`src/rtl/cc_pkg.sv`:
```
package cc_pkg;

  localparam int SW_W   = 16;
  localparam int C0_POS = 8;
  localparam int C1_POS = 9;
  localparam int C2_POS = 10;
  localparam int C3_POS = 14;

  localparam logic [SW_W-1:0] ONE_W   = {{(SW_W-1){1'b0}}, 1'b1};
  localparam logic [SW_W-1:0] CMP_MASK  = (ONE_W << C3_POS) | (ONE_W << C2_POS) | (ONE_W << C0_POS);
  localparam logic [SW_W-1:0] EXAM_MASK = CMP_MASK | (ONE_W << C1_POS);

  typedef enum logic [1:0] {
    OP_SW_CMP = 2'b00,
    OP_FL_CMP = 2'b01,
    OP_EXAM   = 2'b10,
    OP_PASS   = 2'b11
  } cc_op_e;

  typedef enum logic [1:0] {
    RES_LT = 2'b00,
    RES_EQ = 2'b01,
    RES_GT = 2'b10,
    RES_UN = 2'b11
  } cc_res_e;

  typedef struct packed {
    logic zf;
    logic pf;
    logic cf;
  } cc_flags_t;

  // one-hot operand class
  typedef struct packed {
    logic empty;
    logic nan;
    logic inf;
    logic zero;
    logic denorm;
    logic normal;
  } cc_class_t;

  function automatic logic [SW_W-1:0] cc_word(input logic c3, input logic c2,
                                              input logic c1, input logic c0);
    logic [SW_W-1:0] w;
    w         = '0;
    w[C3_POS] = c3;
    w[C2_POS] = c2;
    w[C1_POS] = c1;
    w[C0_POS] = c0;
    return w;
  endfunction

  function automatic logic [SW_W-1:0] cmp_code(input cc_res_e r);
    case (r)
      RES_LT:  return cc_word(1'b0, 1'b0, 1'b0, 1'b1);
      RES_EQ:  return cc_word(1'b1, 1'b0, 1'b0, 1'b0);
      RES_GT:  return cc_word(1'b0, 1'b0, 1'b0, 1'b0);
      default: return cc_word(1'b1, 1'b1, 1'b0, 1'b1);
    endcase
  endfunction

  function automatic cc_flags_t flag_code(input cc_res_e r);
    cc_flags_t f;
    f.zf = (r == RES_EQ) || (r == RES_UN);
    f.pf = (r == RES_UN);
    f.cf = (r == RES_LT) || (r == RES_UN);
    return f;
  endfunction

  function automatic logic [SW_W-1:0] class_code(input cc_class_t c);
    logic [SW_W-1:0] w;
    w = '0;
    if (c.empty)  w = cc_word(1'b1, 1'b0, 1'b0, 1'b1);
    if (c.nan)    w = cc_word(1'b0, 1'b0, 1'b0, 1'b1);
    if (c.inf)    w = cc_word(1'b0, 1'b1, 1'b0, 1'b1);
    if (c.zero)   w = cc_word(1'b1, 1'b0, 1'b0, 1'b0);
    if (c.denorm) w = cc_word(1'b1, 1'b1, 1'b0, 0);
    if (c.normal) w = cc_word(1'b0, 1'b1, 1'b0, 1'b0);
    return w;
  endfunction

endpackage

```
`src/rtl/cc_classify.sv`:
```
module cc_classify
  import cc_pkg::*;
#(
  parameter int EXP_W = 15,
  parameter int MAN_W = 64
) (
  input  logic [EXP_W+MAN_W:0] opnd_i,
  input  logic                 empty_i,
  output cc_class_t            cls_o,
  output logic                 sign_o
);
  localparam int MSB = EXP_W + MAN_W;
  localparam logic [MAN_W-1:0] INF_MAN = {1'b1, {(MAN_W-1){1'b0}}};

  logic [EXP_W-1:0] exp_f;
  logic [MAN_W-1:0] man_f;
  logic exp_max, exp_min, man_zero, man_inf;

  assign sign_o   = opnd_i[MSB];
  assign exp_f    = opnd_i[MSB-1 -: EXP_W];
  assign man_f    = opnd_i[MAN_W-1:0];
  assign exp_max  = &exp_f;
  assign exp_min  = ~|exp_f;
  assign man_zero = ~|man_f;
  assign man_inf  = (man_f == INF_MAN);

  always_comb begin
    cls_o = '0;
    if (empty_i)      cls_o.empty  = 1'b1;
    else if (exp_max) begin
      if (man_inf)    cls_o.inf    = 1'b1;
      else            cls_o.nan    = 1'b1;
    end
    else if (exp_min) begin
      if (man_zero)   cls_o.zero   = 1'b1;
      else            cls_o.denorm = 1'b1;
    end
    else              cls_o.normal = 1'b1;
  end
endmodule

```
`src/rtl/cc_map.sv`:
```
module cc_map
  import cc_pkg::*;
(
  input  cc_op_e          op_i,
  input  cc_res_e         res_i,
  input  logic [SW_W-1:0] status_i,
  input  cc_class_t       cls_i,
  input  logic            sign_i,
  input  cc_flags_t       flags_i,
  output logic [SW_W-1:0] status_o,
  output cc_flags_t       flags_o
);
  logic [SW_W-1:0] sign_bit;
  assign sign_bit = sign_i ? (ONE_W << C1_POS) : '0;

  always_comb begin
    status_o = status_i;
    flags_o  = flags_i;
    case (op_i)
      OP_SW_CMP: status_o = (status_i & ~CMP_MASK) | cmp_code(res_i);
      OP_FL_CMP: flags_o  = flag_code(res_i);
      OP_EXAM:   status_o = (status_i & ~EXAM_MASK) | class_code(cls_i) | sign_bit;
      default:   status_o = status_i;
    endcase
  end
endmodule

```
`src/rtl/cc_gen.sv`:
```
module cc_gen
  import cc_pkg::*;
#(
  parameter int EXP_W = 15,
  parameter int MAN_W = 64
) (
  input  logic                 clk,
  input  logic                 rst_n,
  input  logic                 valid_i,
  input  logic [1:0]           op_i,
  input  logic [1:0]           outcome_i,
  input  logic [15:0]          status_i,
  input  logic [EXP_W+MAN_W:0] operand_i,
  input  logic                 empty_i,
  output logic [15:0]          status_o,
  output logic                 zf_o,
  output logic                 pf_o,
  output logic                 cf_o,
  output logic                 done_o
);
  localparam int OPND_W = EXP_W + MAN_W + 1;

  cc_op_e          op_e;
  cc_res_e         res_e;
  cc_class_t       cls;
  logic            sign;
  logic [SW_W-1:0] status_nxt, status_q;
  cc_flags_t       flags_nxt, flags_q;
  logic            done_q;

  assign op_e  = cc_op_e'(op_i);
  assign res_e = cc_res_e'(outcome_i);

  cc_classify #(.EXP_W(EXP_W), .MAN_W(MAN_W)) u_cls (
    .opnd_i (operand_i[OPND_W-1:0]),
    .empty_i(empty_i),
    .cls_o  (cls),
    .sign_o (sign)
  );

  cc_map u_map (
    .op_i    (op_e),
    .res_i   (res_e),
    .status_i(status_i),
    .cls_i   (cls),
    .sign_i  (sign),
    .flags_i (flags_q),
    .status_o(status_nxt),
    .flags_o (flags_nxt)
  );

  always_ff @(posedge clk) begin
    if (!rst_n) begin
      status_q <= '0;
      flags_q  <= '0;
      done_q   <= 1'b0;
    end else begin
      done_q <= valid_i;
      if (valid_i) begin
        status_q <= status_nxt;
        flags_q  <= flags_nxt;
      end
    end
  end

  assign status_o = status_q;
  assign zf_o     = flags_q.zf;
  assign pf_o     = flags_q.pf;
  assign cf_o     = flags_q.cf;
  assign done_o   = done_q;

  // ---------------- assertions ----------------
  assert_done_pulse_R10: assert property (@(posedge clk) disable iff (!rst_n)
    valid_i |=> done_o);
  assert_done_quiet_R10: assert property (@(posedge clk) disable iff (!rst_n)
    !valid_i |=> !done_o);
  assert_hold_idle_R11: assert property (@(posedge clk) disable iff (!rst_n)
    !valid_i |=> ($stable(status_o) && $stable({zf_o, pf_o, cf_o})));
  assert_cmp_keep_R3: assert property (@(posedge clk) disable iff (!rst_n)
    (valid_i && op_i == 2'b00) |=> ((status_o & 16'hBAFF) == ($past(status_i) & 16'hBAFF)));
  assert_flag_status_R4: assert property (@(posedge clk) disable iff (!rst_n)
    (valid_i && op_i == 2'b01) |=> (status_o == $past(status_i)));
  assert_flags_keep_R4: assert property (@(posedge clk) disable iff (!rst_n)
    (valid_i && op_i != 2'b01) |=> $stable({zf_o, pf_o, cf_o}));
  assert_exam_keep_R5: assert property (@(posedge clk) disable iff (!rst_n)
    (valid_i && op_i == 2'b10) |=> (((status_o & 16'hB8FF) == ($past(status_i) & 16'hB8FF))
                                    && (status_o[9] == $past(operand_i[OPND_W-1]))));
  assert_class_onehot_R8: assert property (@(posedge clk) disable iff (!rst_n)
    $countones(cls) == 1);
  assert_empty_wins_R9: assert property (@(posedge clk) disable iff (!rst_n)
    (valid_i && op_i == 2'b10 && empty_i) |=> (status_o[14] && status_o[8] && !status_o[10]));
  assert_pass_R12: assert property (@(posedge clk) disable iff (!rst_n)
    (valid_i && op_i == 2'b11) |=> (status_o == $past(status_i)));
endmodule

```
`config.mk`:
```
export PLATFORM = sky130hd
export DESIGN_NAME = cc_gen
export DESIGN_NICKNAME = d
export VERILOG_FILES = /design/src/rtl/cc_pkg.sv /design/src/rtl/cc_classify.sv /design/src/rtl/cc_map.sv /design/src/rtl/cc_gen.sv
export SDC_FILE = /design/constraint.sdc
export NUM_CORES = 1
export LEC_CHECK = 0
export BUFFER_PORTS_ARGS = -buffer_cell sky130_fd_sc_hd__buf_2
export CORE_ASPECT_RATIO = 0.5
export CORE_MARGIN = 2
export CORE_UTILIZATION = 33
export CTS_BUF_LIST = sky130_fd_sc_hd__clkbuf_16
export DETAILED_ROUTE_END_ITERATION = 8
export PLACE_DENSITY = 0.9
export REMOVE_ABC_BUFFERS = 1
export SETUP_SLACK_MARGIN = 0.2
export SYNTH_ARGS = -nofsm -noshare
export SYNTH_HDL_FRONTEND = slang
export SYNTH_SLANG_ARGS = --single-unit
export TNS_END_PERCENT = 10
```
`constraint.sdc`:
```
create_clock -name clk -period 1.6 [get_ports clk]
set_input_delay 0.24 -clock clk [delete_from_list [all_inputs] [get_ports clk]]
set_output_delay 0.24 -clock clk [all_outputs]
set_load 0.02 [all_outputs]
```
-- Yosys cells after proc, flatten, opt, wreduce, memory -nomap -nowiden
Index checks and enable logic that the tools add are counted.
- bits in registers: 20
- bits of input ports: 104
- output and inout port bits: 20
- logic and storage cells: 43
- eq/ne operators: 6
- mux-type cells: 21
- bitwise gates (word level): 3
- reduce and logical (&&, ||, !) cells: 8
- operators with widths (operator ; number):
    $mux W15 ; 6
    $eq A64 B64 Y1 const B ; 1
    $reduce_or A64 Y1 ; 1
    $or A16 B16 Y16 ; 3
    $pmux W15 S3 ; 1
    $mux W16 ; 2
    $pmux W16 S2 ; 1
    $reduce_and A15 Y1 ; 1
    $reduce_or A15 Y1 ; 1
    $mux W10 ; 1
    $eq A2 B2 Y1 const B ; 3
    $mux W1 ; 6
    $mux W5 ; 1
    $eq A2 B1 Y1 const B ; 2
    $logic_not A2 Y1 ; 2
    $mux W2 ; 2
    $mux W3 ; 1
    $logic_or A1 B1 Y1 ; 2
    $reduce_and A2 Y1 ; 1

-- Longest topological paths before layout
- word-level depth: 14
- depth in mapped cells: 6
- gate-level depth less buffers: 6

-- Hierarchy
From an unflattened synthesis, not the netlist that was laid out.
- cells, all modules: 141
- area total of the unflattened synthesis: 1270.0 sq um
- by module, submodules not included (module ; instances ; cells each ; area each (sq um) ; sequential area each (sq um)):
    cc_gen ; 1 ; 63 ; 745.7 ; 400.4
    cc_classify ; 1 ; 42 ; 276.5 ; 0.0
    cc_map ; 1 ; 36 ; 247.7 ; 0.0

-- Least setup slack after synthesis
OpenSTA, ideal clock, no wires.
- path type: input to register
- start: input operand_i[53]
- end: register status_q[10] (netlist: status_o[10])
- library setup time: 0.127 ns
- arrival: 1.342 ns
- required time: 1.473 ns
- slack: 0.131 ns
- stages: 5
- path buffers: 0
- path through: nor4_1 -> nand4_1 -> or4_1 -> o21ai_1 -> o211ai_1
- word-level cells in the longest chain between the ends: 13
- elaborated cells between the ends (all ways): 19
- those cells by class: eq/ne: 1; mux: 15; bitwise: 2; reduce/logical: 1
- ends and longest elaborated chain (item ; line ; source):
    start: declaration ; cc_gen.sv:13 ; input logic [EXP_W+MAN_W:0] operand_i,
    $eq A64 B64 Y1 ; cc_classify.sv:25 ; assign man_inf = (man_f == INF_MAN);
    $mux W1 ; cc_classify.sv:31 ; if (man_inf) cls_o.inf = 1'b1;
    $mux W2 ; cc_classify.sv:30 ; else if (exp_max) begin
    $mux W5 (*) ; cc_classify.sv:29 ; if (empty_i) cls_o.empty = 1'b1;
    $mux W15 ; cc_pkg.sv:75 ; if (c.nan) w = cc_word(1'b0, 1'b0, 1'b0, 1'b1);
    $mux W15 ; cc_pkg.sv:76 ; if (c.inf) w = cc_word(1'b0, 1'b1, 1'b0, 1'b1);
    $mux W15 ; cc_pkg.sv:77 ; if (c.zero) w = cc_word(1'b1, 1'b0, 1'b0, 1'b0);
    $mux W15 (*) ; cc_pkg.sv:78 ; if (c.denorm) w = cc_word(1'b1, 1'b1, 1'b0, 0);
    $mux W15 (*) ; cc_pkg.sv:79 ; if (c.normal) w = cc_word(1'b0, 1'b1, 1'b0, 1'b0);
    $mux W16 (*) ; cc_map.sv:19 ; case (op_i)
    $or A16 B16 Y16 (*) (2 in series) ; cc_map.sv:22 ; OP_EXAM: status_o = (status_i & ~EXAM_MASK) | class_code(cls_i) | sign_bit;
    $pmux W16 S2 (*) ; cc_map.sv:19 ;
    end signal: assignment ; cc_gen.sv:60 ; status_q <= status_nxt;
    end: declaration ; cc_gen.sv:27 ; logic [SW_W-1:0] status_nxt, status_q;
Mark *: on every way between the ends. The rest lies on a longest branch, timed or not. The select of a mux whose other input is x is not followed.
A chain may end at the register's enable or synchronous reset.

-- Worst setup path after layout
- start: input operand_i[57]
- end: register status_q[10] (netlist: status_o[10])
The elaborated chain is that of the path after synthesis.

==> results.json <==
{
  "path_class": "in2reg",
  "io_buffers": 123,
  "outcome": "completed",
  "yosysTopAreaCellShare": 0.3805,
  "cp_cell_sequence": "buf_2 > nor4_2 > nand4_1 > or4_4 > o21ai_2 > o211ai_1",
  "cts-root-buf": "clkbuf_16",
  "maxSlewHeadroom": 0.7320,
  "ys.warnings.count": 0,
  "timing.final.crit_share": 0.8875,
  "hold_class": "in2reg",
  "cpPeakStageDelay_ns": 0.54,
  "ant_nets": 0,
  "htreeDepth": 1,
  "fin_tns_setup_ns": 0,
  "finalHoldViolations": 0,
  "avgSynthCellArea_um2": 8.917,
  "ys_seq_area_frac": 0.3805,
  "nets": 349,
  "grt_max_degree": 20,
  "finClkSkew_ns": 0,
  "initial_core_util": 0.3493,
  "rsz0062_at_grt": "yes",
  "slew_viol_final": 0,
  "placed_cell_area_um2": 1713,
  "vias": 1474,
  "worst_setup_path_end_kind": "register",
  "post-synth-top-area-cell": "dfxtp_1",
  "cts_tree": "built",
  "die_w_um": 83.86,
  "grt_pass1_vias": 1431,
  "critPathBufInv": 1,
  "hold_slack_ns": 0.2558,
  "clkLatencyLatePin_ns": 0.25,
  "gr-total-overflow": 0,
  "cp.required_ns": 1.73,
  "cap_viol_max_count": 0,
  "peakVddDrop_mv": 0.5635,
  "synthCells": 118,
  "cts_buffer_depth": 2,
  "synth.distinct_cells": 27,
  "final_cell_area_um2": 1926,
  "track_usage": 0.2095,
  "place.gp.congestion": 0.8046,
  "cts_buffers": 3,
  "synth_ff_type": "dfxtp_1",
  "tightest_slew_ns": 0.3983,
  "setup_violations": 0,
  "antenna_found_initial": 0,
  "ios": 124,
  "wl_per_cell_um": 15.38,
  "die_area_um2": 3684,
  "fin_crit_ns": 1.420,
  "nFillCells": 246,
  "cp_slowest_cell": "or4_4",
  "drive_gt1_frac": 0.5868,
  "utilization": 0.6391,
  "drc": 0,
  "core_um2": 3013,
  "fin_total_pwr_mw": 1.394,
  "worstPathArrival_ns": 1.55,
  "path_max_fanout": 2,
  "die_y_um": 43.93,
  "synth.most_common_cell": "dfxtp_1",
  "synth_top_cells_by_count": "dfxtp_1, nor4_1, mux2i_1, nor2b_1, nand4_1",
  "drtIter0Drc": 104,
  "yosys-top-cells-area": "dfxtp_1, mux2i_1, nor4_1, nor2b_1, nand4_1",
  "firstDrtPassIters": 4,
  "cp-start-kind": "input pin",
  "vias_per_cell": 5.227,
  "ys_seq_elements": 20,
  "synth_area_um2": 1052,
  "hpwl_mm": 3.223,
  "rows": 14,
  "clock-sinks": 20,
  "p_per_area_nw_per_um2": 724.1,
  "synthArstFlopShare": 0,
  "grt_pass1_wl_mm": 6.258,
  "synth_edf_count": 0,
  "power.leakage_nw": 0.9610,
  "antenna_cells": 0,
  "syn2layout_area_growth_pct": 83.00,
  "postCtsSetupBuffers": 0,
  "fmax_ghz": 0.7042,
  "path_delay_family": "simple AND/OR/NAND/NOR gates",
  "routed_wl_mm": 4.337,
  "path_clk_slew_ns": 0.05
}
[cells in the final DEF, fill, tap and decap left out, drive strengths merged]
cell | netlist | layout
nand2b | 1 | 1
clkinv | 0 | 1
a21o | 1 | 1
mux2i | 15 | 15
nand3 | 1 | 1
a21oi | 3 | 3
or4 | 1 | 1
nor3b | 1 | 1
nand2 | 5 | 5
nor2b | 15 | 15
inv | 2 | 2
ha | 2 | 2
o21ai | 4 | 4
a311oi | 1 | 1
buf | 1 | 125
clkbuf | 4 | 3
nand4 | 8 | 8
and2 | 1 | 1
dfxtp | 20 | 20
o211ai | 1 | 1
nor3 | 4 | 4
a211o | 1 | 1
nor4 | 19 | 19
a31oi | 1 | 1
nor2 | 4 | 4
o211a | 2 | 2
[through the flow]
stage          setup slack, ns  cells
3_5_place_dp           -0.1541    278
5_1_grt                 0.1218    282
3_3_place_gp          -0.08585    278
6_report                0.1800    282
2_1_floorplan           0.1315    113
4_1_cts                 0.2043    282
[power breakdown]
part / total, mW / internal [mW] / switching [mW] / leakage [nW]
logic: 0.348 / 0.175 / 0.173 / 0.757
clock network: 0.503 / 0.332 / 0.171 / 0.0385
registers: 0.543 / 0.529 / 0.0145 / 0.165
[metal layers]
| layer | track usage | wire (um) | vias to the layer above | share of wire |
|---|---|---|---|---|
| met5 | 0 | 0 | - | 0 |
| met3 | 0.05524 | 312 | 14 | 0.072 |
| met4 | 0.09677 | 112 | 0 | 0.026 |
| met2 | 0.3728 | 2266 | 84 | 0.52 |
| li1 | - | - | 699 | - |
| met1 | 0.2440 | 1645 | 677 | 0.38 |
[cells by family (layout without fill, tap and decap cells)]
family          Yosys count  after routing  synth area share
compound gates           14             14           0.08918
simple gates             60             60            0.3377
buf+inv                   7            131           0.02615
fa+ha+maj                 2              2           0.02378
flops                    20             20            0.3805
mux                      15             15            0.1427
[worst min-delay path, cell delays in order]
cell     delay, ns
buf_2         0.07
mux2i_1       0.06
nor2b_1       0.09
[flip-flops by register name, summed over array words and instances (netlist names)]
register,cells
cf_o,1
status_o,16
zf_o,1
pf_o,1
done_o,1
[what timing repair did]
action,in CTS,in global routing
setup endpoints to repair,1,1
hold buffers,0,0
resized for setup,5,16
pin swaps,5,9
[final cells by class]
class	instances	area, um^2	share of cell area
clock buffers	3	75.07	0.03899
clock inverters	1	3.754	0.001949
inverters	2	7.507	0.003899
multi-input cells	91	726.9	0.3775
flip-flops and latches	20	400.4	0.2079
well taps	40	50.05	0.02599
repair buffers	125	661.9	0.3437
[final timing paths]
path | startpoint | endpoint | slack [ns] | depth (start not counted)
setup / recovery | operand_i[57] | status_o[10]$_SDFFE_PN0P_ | 0.18 | 6
hold / removal | status_i[5] | status_o[5]$_SDFFE_PN0P_ | 0.26 | 3
setup reg to reg | status_o[10]$_SDFFE_PN0P_ | status_o[10]$_SDFFE_PN0P_ | 0.35 | 5
hold reg to reg | status_o[9]$_SDFFE_PN0P_ | status_o[9]$_SDFFE_PN0P_ | 0.49 | 1
(Power assumes the default switching activity.)
